### config.mk
export PLATFORM = sky130hd
export DESIGN_NAME = rfb_fanout_reg
export DESIGN_NICKNAME = d
export VERILOG_FILES = /design/src/rtl/rfb_pkg.sv /design/src/rtl/rfb_rst_sync.sv /design/src/rtl/rfb_cs_gate.sv /design/src/rtl/rfb_out_bank.sv /design/src/rtl/rfb_parity_chk.sv /design/src/rtl/rfb_fanout_reg.sv
export SDC_FILE = /design/constraint.sdc
export NUM_CORES = 1
export LEC_CHECK = 0
export ABC_AREA = 1
export BUFFER_PORTS_ARGS = -buffer_cell sky130_fd_sc_hd__buf_2
export CAP_MARGIN = 10
export CORE_ASPECT_RATIO = 1.5
export CORE_UTILIZATION = 49
export CTS_BUF_LIST = sky130_fd_sc_hd__clkbuf_16
export CTS_CLUSTER_DIAMETER = 40
export DETAILED_ROUTE_END_ITERATION = 8
export GPL_TIMING_DRIVEN = 1
export HOLD_SLACK_MARGIN = 0.15
export PLACE_DENSITY = 0.94
export SETUP_SLACK_MARGIN = 0.5
export SLEW_MARGIN = 0
export SYNTH_ARGS = -nofsm -noshare
export SYNTH_HDL_FRONTEND = slang
export SYNTH_SLANG_ARGS = --single-unit
### constraint.sdc
create_clock -name clk -period 4.3 [get_ports clk]
set_clock_uncertainty 0.2 [all_clocks]
set_input_delay 0.215 -clock clk [delete_from_list [all_inputs] [get_ports clk]]
set_output_delay 0.215 -clock clk [all_outputs]
set_load 0.05 [all_outputs]
### src/rtl/rfb_pkg.sv
package rfb_pkg;
  localparam int unsigned CKE_W     = 2;
  localparam int unsigned ODT_W     = 2;
  localparam int unsigned CS_W      = 4;
  localparam int unsigned CS_BASE_W = 2;

  typedef struct packed {
    logic [CKE_W-1:0] cke;
    logic [ODT_W-1:0] odt;
  } ctl_t;
endpackage

### src/rtl/rfb_rst_sync.sv
module rfb_rst_sync (
  input  logic clk,
  input  logic arst_n,
  output logic rst_n_o
);
  logic stage1_q;
  logic stage2_q;

  always_ff @(posedge clk or negedge arst_n) begin
    if (!arst_n) begin
      stage1_q <= 1'b0;
      stage2_q <= 1'b0;
    end else begin
      stage1_q <= 1'b1;
      stage2_q <= stage1_q;
    end
  end

  assign rst_n_o = stage2_q;
endmodule

### src/rtl/rfb_cs_gate.sv
module rfb_cs_gate #(
  parameter int unsigned CS_W   = 4,
  parameter int unsigned BASE_W = 2
) (
  input  logic [CS_W-1:0] cs_n,
  input  logic            pair_en,
  output logic            sel
);
  logic [CS_W-1:0] enable_mask;

  // Low chip selects are always enabled; the upper ones need pair_en.
  for (genvar i = 0; i < CS_W; i++) begin : g_mask
    if (i < BASE_W) begin : g_base
      assign enable_mask[i] = 1'b1;
    end else begin : g_ext
      assign enable_mask[i] = pair_en;
    end
  end

  always_comb begin
    sel = |(~cs_n & enable_mask);
  end
endmodule

### src/rtl/rfb_out_bank.sv
module rfb_out_bank
  import rfb_pkg::*;
#(
  parameter int unsigned DATA_W = 28
) (
  input  logic              clk,
  input  logic              rst_n,
  input  logic              sel,
  input  logic [DATA_W-1:0] din,
  input  ctl_t              ctl_in,
  input  logic [CS_W-1:0]   cs_in,
  output logic [DATA_W-1:0] data_q,
  output ctl_t              ctl_q,
  output logic [CS_W-1:0]   cs_q
);
  logic [DATA_W-1:0] data_d;
  ctl_t              ctl_d;
  logic [CS_W-1:0]   cs_d;

  always_comb begin
    data_d = data_q;
    if (sel) begin
      data_d = din;
    end
    ctl_d = ctl_in;
    cs_d  = cs_in;
  end

  always_ff @(posedge clk or negedge rst_n) begin
    if (!rst_n) begin
      data_q <= '0;
      ctl_q  <= '0;
      cs_q   <= '0;
    end else begin
      data_q <= data_d;
      ctl_q  <= ctl_d;
      cs_q   <= cs_d;
    end
  end

  AST_CAPTURE_ON_SELECT: assert property (@(posedge clk) disable iff (!rst_n)
    sel |=> (data_q == $past(din)));
  AST_HOLD_ON_DESELECT: assert property (@(posedge clk) disable iff (!rst_n)
    !sel |=> $stable(data_q));
  AST_CTL_UNGATED: assert property (@(posedge clk) disable iff (!rst_n)
    1'b1 |=> (ctl_q == $past(ctl_in)));
endmodule

### src/rtl/rfb_parity_chk.sv
module rfb_parity_chk #(
  parameter int unsigned PAR_W    = 22,
  parameter int unsigned HOLD_CYC = 2
) (
  input  logic             clk,
  input  logic             rst_n,
  input  logic             sel,
  input  logic [PAR_W-1:0] par_bits,
  input  logic             par_in,
  output logic             err_n
);
  localparam int unsigned CNT_W = $clog2(HOLD_CYC + 1);
  localparam logic [CNT_W-1:0] HOLD_LOAD = CNT_W'(HOLD_CYC - 1);

  logic             px_q, px_d;
  logic             act_q, act_d;
  logic             mis_q, mis_d;
  logic             low_q, low_d;
  logic [CNT_W-1:0] cnt_q, cnt_d;

  always_comb begin
    px_d  = ^par_bits;
    act_d = sel;
    mis_d = act_q & (px_q ^ par_in);
    low_d = 1'b0;
    cnt_d = cnt_q;
    if (mis_q) begin
      low_d = 1'b1;
      cnt_d = HOLD_LOAD;
    end else if (cnt_q != '0) begin
      low_d = 1'b1;
      cnt_d = cnt_q - 1'b1;
    end
  end

  always_ff @(posedge clk or negedge rst_n) begin
    if (!rst_n) begin
      px_q  <= 1'b0;
      act_q <= 1'b0;
      mis_q <= 1'b0;
      low_q <= 1'b0;
      cnt_q <= '0;
    end else begin
      px_q  <= px_d;
      act_q <= act_d;
      mis_q <= mis_d;
      low_q <= low_d;
      cnt_q <= cnt_d;
    end
  end

  assign err_n = ~low_q;

  AST_ERR_MIN_LOW: assert property (@(posedge clk) disable iff (!rst_n)
    $fell(err_n) |=> !err_n);
  AST_ERR_HAS_CAUSE: assert property (@(posedge clk) disable iff (!rst_n)
    $fell(err_n) |-> $past(mis_q));
endmodule

### src/rtl/rfb_fanout_reg.sv
module rfb_fanout_reg
  import rfb_pkg::*;
#(
  parameter int unsigned DATA_W   = 28,
  parameter int unsigned PAR_W    = 22,
  parameter int unsigned HOLD_CYC = 2
) (
  input  logic              clk,
  input  logic              rst_n,
  input  logic [DATA_W-1:0] din,
  input  logic [CKE_W-1:0]  cke_in,
  input  logic [ODT_W-1:0]  odt_in,
  input  logic [CS_W-1:0]   cs_n,
  input  logic              cs_pair_en,
  input  logic              par_in,
  output logic [DATA_W-1:0] data_a,
  output logic [DATA_W-1:0] data_b,
  output logic [CKE_W-1:0]  cke_a,
  output logic [CKE_W-1:0]  cke_b,
  output logic [ODT_W-1:0]  odt_a,
  output logic [ODT_W-1:0]  odt_b,
  output logic [CS_W-1:0]   cs_a_n,
  output logic [CS_W-1:0]   cs_b_n,
  output logic              err_n
);
  localparam int unsigned NUM_COPIES = 2;

  logic rst_s_n;
  logic sel;
  ctl_t ctl_in;

  logic [DATA_W-1:0] data_q [NUM_COPIES];
  ctl_t              ctl_q  [NUM_COPIES];
  logic [CS_W-1:0]   cs_q   [NUM_COPIES];

  rfb_rst_sync u_rst_sync (
    .clk     (clk),
    .arst_n  (rst_n),
    .rst_n_o (rst_s_n)
  );

  rfb_cs_gate #(
    .CS_W   (CS_W),
    .BASE_W (CS_BASE_W)
  ) u_cs_gate (
    .cs_n    (cs_n),
    .pair_en (cs_pair_en),
    .sel     (sel)
  );

  assign ctl_in = '{cke: cke_in, odt: odt_in};

  for (genvar g = 0; g < NUM_COPIES; g++) begin : g_copy
    rfb_out_bank #(
      .DATA_W (DATA_W)
    ) u_bank (
      .clk    (clk),
      .rst_n  (rst_s_n),
      .sel    (sel),
      .din    (din),
      .ctl_in (ctl_in),
      .cs_in  (cs_n),
      .data_q (data_q[g]),
      .ctl_q  (ctl_q[g]),
      .cs_q   (cs_q[g])
    );
  end

  rfb_parity_chk #(
    .PAR_W    (PAR_W),
    .HOLD_CYC (HOLD_CYC)
  ) u_parity (
    .clk      (clk),
    .rst_n    (rst_s_n),
    .sel      (sel),
    .par_bits (din[PAR_W-1:0]),
    .par_in   (par_in),
    .err_n    (err_n)
  );

  assign data_a = data_q[0];
  assign data_b = data_q[1];
  assign cke_a  = ctl_q[0].cke;
  assign cke_b  = ctl_q[1].cke;
  assign odt_a  = ctl_q[0].odt;
  assign odt_b  = ctl_q[1].odt;
  assign cs_a_n = cs_q[0];
  assign cs_b_n = cs_q[1];

  AST_COPIES_MATCH: assert property (@(posedge clk) disable iff (!rst_s_n)
    (data_a == data_b) && (cs_a_n == cs_b_n));
endmodule

==> results of run 1 <==
==> power breakdown <==
part	total [W]	leakage [nW]	switching (W)	internal (W)
Sequential	0.000492	0.507	0.0000347	0.000457
Clock	0.000373	0.0660	0.000157	0.000216
Combinational	0.000431	1.18	0.000302	0.000129
==> per-stage QoR <==
step | util (%) | instance area, µm² | instances | hold WS, ns | setup slack, ns
after floorplan | - | 2290 | 247 | -0.281 | 2.78
after global placement | 57.7 | 2600 | 367 | -0.198 | 2.66
after detailed placement | 57.7 | 2600 | 367 | -0.196 | 2.62
after CTS | 69.7 | 3140 | 414 | 0.160 | 2.37
after global routing | 69.7 | 3140 | 414 | 0.180 | 2.25
final | 69.7 | 3140 | 414 | 0.175 | 2.37
==> cell families after synthesis <==
logic type | count (synthesis) | share of synthesized area [%]
xor+xnor | 8 | 3.07
mux | 16 | 10.2
other cells | 1 | 0.164
buf+inv | 61 | 17.0
simple gates | 101 | 17.6
flops | 44 | 48.2
compound gates | 15 | 3.28
fa+ha+maj | 1 | 0.547
==> how the worst max path moves through the flow <==
| stage | slack (ns) | endpoint | depth (start not counted) |
|---|---|---|---|
| CTS | 2.37 | g_copy[1].u_bank.data_q[11]$_DFFE_PN0P_ | 6 |
| detailed placement | 2.62 | g_copy[1].u_bank.data_q[11]$_DFFE_PN0P_ | 5 |
| floorplan | 2.78 | g_copy[1].u_bank.cs_q[0]$_DFF_PN0_ | 0 |
| finish | 2.37 | g_copy[1].u_bank.data_q[21]$_DFFE_PN0P_ | 6 |
| global route | 2.25 | g_copy[1].u_bank.data_q[24]$_DFFE_PN0P_ | 6 |
| global placement | 2.66 | g_copy[1].u_bank.data_q[15]$_DFFE_PN0P_ | 5 |
==> repair_timing <==
action / CTS / global route
hold buffers: 39 / 0
hold endpoints to repair: 39 / 0
setup buffers: 0 / 0
==> sequential cells by signal, indices dropped and copies added (netlist names) <==
signal,count
u_parity.px_q,1
u_parity.act_q,1
u_rst_sync.rst_n_o,1
g_copy.u_bank.ctl_q,4
u_parity.low_q,1
u_parity.cnt_q,2
u_parity.mis_q,1
g_copy.u_bank.data_q,28
g_copy.u_bank.cs_q,4
u_rst_sync.stage1_q,1
==> synth_stat cells, drive strengths merged <==
master / n / share of area (%)
dfrtp: 44 / 48
xnor2: 5 / 1.9
xor2: 3 / 1.1
nand2: 77 / 13
o21ai: 2 / 0.44
inv: 21 / 3.4
conb: 1 / 0.16
mux2: 16 / 10
buf: 40 / 14
nor2: 17 / 2.8
nand3: 7 / 2.1
ha: 1 / 0.55
a21oi: 13 / 2.8
==> worst register-to-register path, cell delays in order, from the launching register on <==
cell and delay, ns:
dfrtp_1 0.37, inv_1 0.06, ha_1 0.29, nor2_1 0.12, nand2_1 0.06, o21ai_0 0.08
==> final cells by class <==
| cell class | instances | area share, % |
|---|---|---|
| sequential | 44 | 35.1 |
| timing repair buffer | 151 | 30.3 |
| multi-input combinational | 142 | 25.4 |
| clock buffer | 5 | 3.99 |
| inverter | 21 | 2.51 |
| tap | 48 | 1.91 |
| clock inverter | 3 | 0.758 |
==> routing by layer <==
metal	share of wire, %	routed length, µm	vias to the layer above
li1	-	-	958
met1	34	1840	915
met2	58	3110	74
met3	4.5	239	17
met4	2.9	153	0
met5	0	0	-
==> impl_results.md, run 1 <==
* Critical path origin: cs_n[3]
* CP cell instances: dlygate4sd3_1, buf_2, nand2_1, nand2_2, nand3_4, mux2_4
* Clk sinks at 44
* Tcrit/Tclk final at roughly 45%
* Met3 Use GR at under 10%
* Most frequent cells in the layout: buf_2 (112), nand2_1 (76), dfrtp_1 (43), dlygate4sd3_1 (39), inv_1 (21)
* VDD IR-drop max at ~0.22 mV
* Area delta synth->final at 37.3%
* Detailed Route Iter0 Violations at 48
* CP Buf/Inv Count at 2
* Sequential area share after synthesis at 48.2%
* Critical Path AT at roughly 1.9 ns
* PwrDens at just over 400 nW/µm²
* Flops & latches, synth at 44
* CP peak stage delay at between 0.5 and 0.6 ns
* Final GP Congestion at approximately 0.74
* Final #Nets at roughly 410
* Critical path's top delay family: buffers and inverters
* Vias in the first global route at 1960
* Row cnt at 30
* Post-DRT Antenna Nets at 0
* Post-cts sizing count at 0
* Initial Utilization at about half
* Max-Cap Viols at 0
* Syn avg cell area at 9.25 µm²
* Root Driver: clkbuf_16
* CP Capture Type: flop
* I/O Pins at roughly 110
* Largest net degree at the start of global routing at 43
* First-pass GRT wire length at about 8.5 mm
* Worst Hold Depth at 0
* Number of port buffers at around 110
* Hold Path End: u_rst_sync.rst_n_o$_DFF_PN0_
* Synth warn at 0
* Final Max Tran Viols at 0
* Critical path required time at 4.26 ns
* DRC violations left at 9
* DR vias/cell at roughly 4.7
* Leakage power at 1.75 nW
* GRT busiest layer: met2
* Filler cells at approximately 350
* N_diodes at 0
* Period minus WS final at between 1.5 and 2 ns
* M2 GR Usage at between 40% and 50%
* Drt wl/cell at 12.9 µm
* Worst reg2reg setup slack at a little over 3 ns
* CTS clk-pin slew, worst paths at roughly 0.06 ns
* Core Region at around 4500 µm²
* Total negative slack at 0 ns
* Num CTS Buffers at 5
* Die width at about 58 µm
* Most common cell after layout, fill and taps aside: buf_2
* Post-Syn Instances at around 250
* Tot Pwr at about 0.0013 W
* GRT met1 Usage at between 20 and 25%
* Reg area at between 1000 and 1500 µm²
* GRT Total Usage at about 22%
* First drt pass iteration count at 6
* HP Class: reg2reg
* Clk_lat worst skew at about 0.28 ns
* Fraction of layout cells with a size suffix above 1 at ~38%
* Fin. Hold Viols at 0
* CTS max path bufs at 2
* Syn_nets at around 290
* DIE AREA at about 4900 µm²
* Violated checks: design-rule violations
* Setup CP Type: in2reg
* Total gr overflow at 0
* CP max stage cell: dlygate4sd3_1
* Hold_sp: u_rst_sync.stage1_q$_DFF_PN0_
* Yosys cell types at 18
* Die Ht at ~86 µm
* Worst Setup Start Kind: input pin
* Peak Freq at 519 MHz
* Worst slew margin at 39.8%
* Reg2reg path depth at 5
* Placed wire-length estimate at about 3.5 mm
* Reg2reg end: u_parity.cnt_q[1]$_DFFE_PN0P_
* Worst R2R Start: u_parity.cnt_q[0]$_DFFE_PN0P_
* Htree depth at 2
* Multi-input logic area at ~800 µm²
* TritonCTS clock tree: yes
* Post-Route WL at 5.34 mm
* Initial antenna violation count at 0
* Unrepaired setup endpoints after global routing: false
* Worst-Margin Slew at between 0.9 and 1 ns
* Max Fanout on Critical Path at 41
* DR vias at between 1500 and 2000
* Setup violations, final at 0
* Netlist Area Pre-Place at around 2300 µm²
* Status: finished with violations
Note: power is estimated with default switching activity, not from simulation.
==> run 2: changes to the inputs <==
--- a/config.mk
+++ b/config.mk
@@ -9,13 +9,13 @@
 export BUFFER_PORTS_ARGS = -buffer_cell sky130_fd_sc_hd__buf_2
 export CAP_MARGIN = 10
 export CORE_ASPECT_RATIO = 1.5
-export CORE_UTILIZATION = 49
+export CORE_UTILIZATION = 41
 export CTS_BUF_LIST = sky130_fd_sc_hd__clkbuf_16
 export CTS_CLUSTER_DIAMETER = 40
 export DETAILED_ROUTE_END_ITERATION = 8
 export GPL_TIMING_DRIVEN = 1
 export HOLD_SLACK_MARGIN = 0.15
-export PLACE_DENSITY = 0.94
+export PLACE_DENSITY = 0.85
 export SETUP_SLACK_MARGIN = 0.5
 export SLEW_MARGIN = 0
 export SYNTH_ARGS = -nofsm -noshare
==> constraint.sdc (replaced) <==
create_clock -name clk -period 1.71 [get_ports clk]
set_clock_uncertainty 0.2 [all_clocks]
set_input_delay 0.0855 -clock clk [delete_from_list [all_inputs] [get_ports clk]]
set_output_delay 0.0855 -clock clk [all_outputs]
set_load 0.05 [all_outputs]
==> run 2 against run 1 <==
Against the previous run: the flow finishes with violations (negative hold slack); sequential power grew 150%; clock power rose to 2.5 times the previous value; register-to-register slack worse by 2.5 ns; flip-flop and latch count stayed put; sequential share of layout area is 2.8 points lower; core utilization decreased by 4.6 points; critical path depth fell by 5; combinational power rose to 2.9 times the previous value; via count grew 0.41%; critical endpoint is now data_a[9]; largest power group is now combinational cells.
==> impl_results.md, run 2 (synthesis results as in run 1) <==
* Reg2reg path depth at 4 (was 5)
* Total gr overflow at 0 (unchanged)
* First-pass GRT wire length at 8.67 mm (was 8.46 mm)
* Hold WS at -0.0344 ns (was 0.175 ns)
* Final worst setup slack at 0.453 ns (was 2.37 ns)
* Worst Setup Start Kind: flop (was input pin)
* Placed wire-length estimate at 3.53 mm (was 3.47 mm)
* Root Driver: clkbuf_16 (unchanged)
* Tcrit/Tclk final at 73.5%
* Die width at 63.0 µm (was 57.8 µm)
* Cell internal pwr at 0.00215 W (was 0.000802 W)
* Violated checks: negative hold slack (was design-rule violations)
* Area after DPL at 2650 µm² (was 2600 µm²)
* Clock power frac at 27.4% (was 28.8%)
* I/O Pins at 113 (unchanged)
* TritonCTS clock tree: yes (unchanged)
* Core Region at 5250 µm² (was 4500 µm²)
* Hold_buf cts at 39 (unchanged)
* Die Ht at 93.5 µm (was 85.7 µm)
* Switching share of power at 37.6% (was 38.1%)
* Unrepaired setup endpoints after global routing: true (was false)
* Top reg by flops: g_copy.u_bank.data_q (unchanged)
* Drt wl/cell at 12.8 µm (was 12.9 µm)
* Max reg flops at 28 (unchanged)
* Largest net degree at the start of global routing at 31 (was 43)
* Post-DRT Antenna Nets at 0 (unchanged)
* Setup violations, final at 0 (unchanged)
* Fraction of layout cells with a size suffix above 1 at 40.6% (was 38.0%)
* Crit path capture: data_a[9] (was g_copy[1].u_bank.data_q[21]$_DFFE_PN0P_)
* Max-Cap Viols at 0 (unchanged)
* Peak Freq at slightly below 800 MHz
* CTS clk-pin slew, worst paths at 0.06 ns (about the same)
* Filler cells at 420 (was 348)
* Critical path required time at 1.42 ns (was 4.26 ns)
* Tot Pwr at 0.00345 W (was 0.00130 W)
* GRT Total Usage at 19.0% (was 22.3%)
* Post-Layout Inst Area at 3410 µm² (was 3140 µm²)
* Levels on crit path at 1 (was 6)
* Max Fanout on Critical Path at 3 (was 41)
* Row cnt at 32 (was 30)
* DR vias at 1972 (was 1964)
* Most frequent cells in the layout: nand2_1 (75), buf_2 (55), dfrtp_1 (42), dlygate4sd3_1 (39), buf_4 (38) (was buf_2 (112), nand2_1 (76), dfrtp_1 (43), dlygate4sd3_1 (39), inv_1 (21))
* CP max stage cell: dfrtp_1 (was dlygate4sd3_1)
* Register share of total power at 35.8% (was 38.0%)
* Clk sinks at 44 (unchanged)
* Total negative slack at 0 ns (unchanged)
* DR vias/cell at 4.48 (was 4.74)
* CP cell instances: buf_2 (was dlygate4sd3_1, buf_2, nand2_1, nand2_2, nand3_4, mux2_4)
* CP Buf/Inv Count at 1 (was 2)
* Multi-input logic area at 828 µm² (was 797 µm²)
* HP Class: reg2async (was reg2reg)
* Final GP Congestion at 0.714 (was 0.738)
* VDD IR-drop max at 0.516 mV (was 0.218 mV)
* Worst R2R Start: u_parity.cnt_q[0]$_DFFE_PN0P_ (unchanged)
* Area delta synth->final at 49.4% (was 37.3%)
* DIE AREA at 5880 µm² (was 4950 µm²)
* Vias in the first global route at 1981 (was 1960)
* Clk_lat worst skew at 0.28 ns (about the same)
* PwrDens at 1010 nW/µm² (was 413 nW/µm²)
* Leakage power at 1.84 nW (was 1.75 nW)
* Detailed Route Iter0 Violations at 70 (was 48)
* NetSw at 0.00130 W (was 0.000494 W)
* Reg area at 1100 µm² (about the same)
* Initial antenna violation count at 0 (unchanged)
* Setup WS pre-CTS at 0.213 ns (was 2.62 ns)
* CTS max path bufs at 2 (unchanged)
* Period minus WS final at around 1.3 ns
* Reg2reg end: u_parity.cnt_q[0]$_DFFE_PN0P_ (was u_parity.cnt_q[1]$_DFFE_PN0P_)
* Fin. Hold Viols at 12 (was 0)
* N_diodes at 0 (unchanged)
* Largest regs: g_copy.u_bank.data_q (28), g_copy.u_bank.cs_q (4), g_copy.u_bank.ctl_q (4) (unchanged)
* Number of port buffers at 112 (unchanged)
* Status: finished with violations (unchanged)
* Comb pwr share at 36.8% (was 33.2%)
* Post-Route WL at 5.65 mm (was 5.34 mm)
* Num CTS Buffers at 5 (unchanged)
* Initial Utilization at 43.6% (was 50.7%)
* Final #Nets at 412 (was 406)
* First drt pass iteration count at 4 (was 6)
* Critical Path AT at 0.97 ns (was 1.89 ns)
* Most common cell after layout, fill and taps aside: nand2_1 (was buf_2)
* CP peak stage delay at 0.40 ns (was 0.53 ns)
* DRC violations left at 0 (was 9)
* Critical path origin: g_copy[1].u_bank.data_q[9]$_DFFE_PN0P_ (was cs_n[3])
* Setup CP Type: reg2out (was in2reg)
* Worst reg2reg setup slack at 0.54 ns (was 3.03 ns)
* CP Capture Type: output port (was flop)
* Htree depth at 2 (unchanged)
* Critical path's top delay family: flip-flops (was buffers and inverters)
* Final Max Tran Viols at 0 (unchanged)
-- run 2: cell count changes in the layout (fill, tap and decap cells not counted), moves of 5 or more --
cell      delta
buf_2       -57
buf_6        +5
buf_4       +38
clkbuf_4    +17
-- run 2: power by group through the flow --
| stage | Combinational [W] | Clock (W) | Sequential, W |
|---|---|---|---|
| 2_1_floorplan | 0.000626 | 0 | 0.00147 |
| 3_3_place_gp | 0.000999 | 0 | 0.00124 |
| 3_5_place_dp | 0.00103 | 0 | 0.00124 |
| 4_1_cts | 0.00115 | 0.000974 | 0.00122 |
| 5_1_grt | 0.00135 | 0.00101 | 0.00125 |
| 6_report | 0.00127 | 0.000945 | 0.00123 |
-- run 2: how the worst min path moves through the flow --
stage / endpoint / startpoint / cells past startpoint
after CTS: g_copy[1].u_bank.data_q[11]$_DFFE_PN0P_ / u_rst_sync.rst_n_o$_DFF_PN0_ / 0
after detailed placement: u_rst_sync.stage1_q$_DFF_PN0_ / rst_n / 1
after global placement: u_rst_sync.stage1_q$_DFF_PN0_ / rst_n / 1
after floorplan: u_rst_sync.rst_n_o$_DFF_PN0_ / rst_n / 0
final: g_copy[1].u_bank.cs_q[3]$_DFF_PN0_ / u_rst_sync.rst_n_o$_DFF_PN0_ / 0
after global routing: g_copy[1].u_bank.data_q[11]$_DFFE_PN0P_ / u_rst_sync.rst_n_o$_DFF_PN0_ / 0
-- run 2: through the flow --
| stage | util [%] | hold slack [ns] | instances |
|---|---|---|---|
| CTS | 62.6 | -0.0302 | 437 |
| global placement | 50.5 | -0.329 | 389 |
| floorplan | - | -0.410 | 247 |
| detailed placement | 50.5 | -0.325 | 389 |
| global route | 65.1 | -0.0158 | 440 |
| finish | 65.1 | -0.0344 | 440 |
-- run 2: metal layers --
metal	track usage, %	wire length (µm)	vias up	share of wire, %
li1	-	-	974	-
met1	19.0	2050	919	36
met2	36.7	3190	71	56
met3	3.41	309	8	5.5
met4	9.30	99	0	1.8
met5	0	0	-	0
-- run 2: timing repair --
action                     4_1_cts  5_1_grt
pin swaps                        0        2
hold endpoints to repair        51       13
setup endpoints to repair       37       49
cloned                           0        1
setup buffers                    1        2
resized for setup               34       44
-- run 2: layout make-up --
type,instances,share of cell area [%]
inverter,21,2.31
sequential,44,32.3
multi-input combinational,143,24.3
tap,68,2.49
clock inverter,3,0.696
clock buffer,5,3.66
timing repair buffer,156,34.3
==> run 3: changes to the inputs <==
==> constraint.sdc (replaced) <==
create_clock -name clk -period 1.07 [get_ports clk]
set_clock_uncertainty 0.2 [all_clocks]
set_input_delay 0.0535 -clock clk [delete_from_list [all_inputs] [get_ports clk]]
set_output_delay 0.0535 -clock clk [all_outputs]
set_load 0.05 [all_outputs]
==> run 3 against run 2 <==
Against the previous run: the flow finishes with violations (negative hold slack, negative setup slack); clock-buffer cell count unchanged; setup slack got worse by 0.52 ns; critical path type unchanged; highest routed layer unchanged; flip-flop and latch count unchanged; routed wire length increased by 13%.
==> impl_results.md, run 3 (synthesis results as in run 1) <==
* Status: finished with violations (unchanged)
* Violated checks: negative hold slack, negative setup slack (was negative hold slack)
* Leakage power at 2.02 nW (was 1.84 nW)
* Critical Path AT at 0.88 ns (was 0.97 ns)
* Core Region at 5250 µm² (unchanged)
* Worst Setup Start Kind: flop (unchanged)
* Setup violations, final at 75 (was 0)
* Htree depth at 2 (unchanged)
* Hold WS at -0.651 ns (was -0.0344 ns)
* Row cnt at 32 (unchanged)
* Post-Route WL at 6.36 mm (was 5.65 mm)
* GRT Total Usage at 20.6% (was 19.0%)
* Total gr overflow at 0 (unchanged)
* PwrDens at 1440 nW/µm² (was 1010 nW/µm²)
* Top reg by flops: g_copy.u_bank.data_q (unchanged)
* Final GP Congestion at 0.785 (was 0.714)
* CTS clk-pin slew, worst paths at 0.06 ns (about the same)
* CP max stage cell: dfrtp_2 (was dfrtp_1)
* N_diodes at 0 (unchanged)
* CP Buf/Inv Count at 1 (unchanged)
* Critical path's top delay family: flip-flops (unchanged)
* Setup CP Type: reg2out (unchanged)
* I/O Pins at 113 (unchanged)
* DIE AREA at 5880 µm² (unchanged)
* CP cell instances: buf_6 (was buf_2)
* Detailed Route Iter0 Violations at 37 (was 70)
* Final #Nets at 398 (was 412)
* Most common cell after layout, fill and taps aside: buf_6 (was nand2_1)
* DR vias/cell at 4.65 (was 4.48)
* Max reg flops at 28 (unchanged)
* Peak Freq at about 880 MHz
* Largest net degree at the start of global routing at 17 (was 31)
* Setup WS pre-CTS at -0.178 ns (was 0.213 ns)
* First drt pass iteration count at 4 (unchanged)
* Largest regs: g_copy.u_bank.data_q (28), g_copy.u_bank.cs_q (4), g_copy.u_bank.ctl_q (4) (unchanged)
* Post-DRT Antenna Nets at 0 (unchanged)
* Period minus WS final at roughly 1.1 ns
* Clk sinks at 44 (unchanged)
* Die width at 63.0 µm (unchanged)
* CP peak stage delay at 0.44 ns (was 0.40 ns)
* First-pass GRT wire length at 9.33 mm (was 8.67 mm)
* Vias in the first global route at 2032 (was 1981)
* Max Fanout on Critical Path at 3 (unchanged)
* Critical path required time at 0.82 ns (was 1.42 ns)
* DR vias at 1982 (was 1972)
* Unrepaired setup endpoints after global routing: true (unchanged)
* CTS max path bufs at 2 (unchanged)
* Fraction of layout cells with a size suffix above 1 at 76.5% (was 40.6%)
* HP Class: in2async (was reg2async)
* CP Capture Type: output port (unchanged)
* Filler cells at 305 (was 420)
* Initial Utilization at 43.6% (unchanged)
* Die Ht at 93.5 µm (unchanged)
* Root Driver: clkbuf_16 (unchanged)
* Area delta synth->final at 81.1% (was 49.4%)
* Max-Cap Viols at 0 (unchanged)
* TritonCTS clock tree: yes (unchanged)
* Total negative slack at -3.47 ns (was 0 ns)
* Final worst setup slack at -0.0651 ns (was 0.453 ns)
* Num CTS Buffers at 5 (unchanged)
* Placed wire-length estimate at 3.60 mm (was 3.53 mm)
* Number of port buffers at 112 (unchanged)
* Fin. Hold Viols at 39 (was 12)
* Final Max Tran Viols at 0 (unchanged)
* Most frequent cells in the layout: buf_6 (97), nand2_1 (51), dfrtp_2 (36), nand2_2 (21) (was nand2_1 (75), buf_2 (55), dfrtp_1 (42), dlygate4sd3_1 (39), buf_4 (38))
* Initial antenna violation count at 0 (unchanged)
* VDD IR-drop max at 1.12 mV (was 0.516 mV)
* DRC violations left at 0 (unchanged)
* Tcrit/Tclk final at 106%
* Drt wl/cell at 14.9 µm (was 12.8 µm)
* Clk_lat worst skew at 0.28 ns (about the same)
==> run 3: changes by cell type in the layout (fill, tap and decap cells not counted), moves of 17 or more <==
cell,delta
nand2_2,+19
buf_2,-39
dfrtp_2,+34
clkbuf_4,-17
dfrtp_1,-35
buf_4,-22
buf_6,+92
dlygate4sd3_1,-39
nand2_1,-24
==> run 3: what timing repair did <==
item	4_1_cts	5_1_grt
pin swaps	46	23
buffers inserted	8	5
endpoints found under the setup margin	150	150
resized for setup	185	91
endpoints found under the hold margin	54	41
gates cloned	3	1
==> run 3: path summary, 6_finish.rpt <==
path,start,to,slack [ns],depth (start not counted)
worst max-delay path,g_copy[1].u_bank.data_q[15]$_DFFE_PN0P_,data_a[15],-0.07,1
worst min-delay path,rst_n,u_rst_sync.stage1_q$_DFF_PN0_,-0.65,1
worst max register to register,u_parity.cnt_q[0]$_DFFE_PN0P_,u_parity.cnt_q[1]$_DFFE_PN0P_,-0.05,5
worst min register to register,u_rst_sync.stage1_q$_DFF_PN0_,u_rst_sync.rst_n_o$_DFF_PN0_,0.16,0
max in group asynchronous,u_rst_sync.rst_n_o$_DFF_PN0_,g_copy[1].u_bank.data_q[1]$_DFFE_PN0P_,0.34,2
min in group clk,odt_in[0],g_copy[1].u_bank.ctl_q[0]$_DFF_PN0_,-0.32,1
==> run 3: per-layer routing <==
layer	share of wire, %	GRT usage, %	wire [µm]	vias to the layer above
met5	0	0	0	-
met4	1.5	8.33	95	0
met3	4.9	4.88	314	10
met2	62	40.0	3940	80
met1	32	20.6	2010	951
li1	-	-	-	941
==> run 3: power by group <==
| part | internal, W | total (W) | switching, W | leakage, nW |
|---|---|---|---|---|
| logic | 0.00107 | 0.00249 | 0.00142 | 1.48 |
| registers | 0.00186 | 0.00205 | 0.000187 | 0.472 |
| clock network | 0.000839 | 0.00142 | 0.000577 | 0.0738 |
| total | 0.00377 | 0.00596 | 0.00219 | 2.02 |
==> run 3: through the flow <==
stage | instances | utilization (%) | cell area [µm²] | total power (W) | hold WS, ns
final | 426 | 78.9 | 4140 | 0.00596 | -0.651
after global routing | 426 | 78.9 | 4140 | 0.00621 | -0.658
after CTS | 420 | 71.6 | 3760 | 0.00568 | -0.654
after floorplan | 247 | - | 2560 | 0.00351 | -0.442
after global placement | 401 | 54.8 | 2870 | 0.00370 | -0.359
after detailed placement | 401 | 54.8 | 2870 | 0.00375 | -0.358
==> run 3: area by class of cell <==
type / count / area [µm²] / area share (%)
inverters: 21 / 100 / 2.42
flip-flops and latches: 44 / 1150 / 27.8
repair buffers: 143 / 1580 / 38.2
well taps: 68 / 85.1 / 2.06
clock inverters: 3 / 11.3 / 0.272
clock buffers: 5 / 125 / 3.02
multi-input cells: 142 / 1090 / 26.3
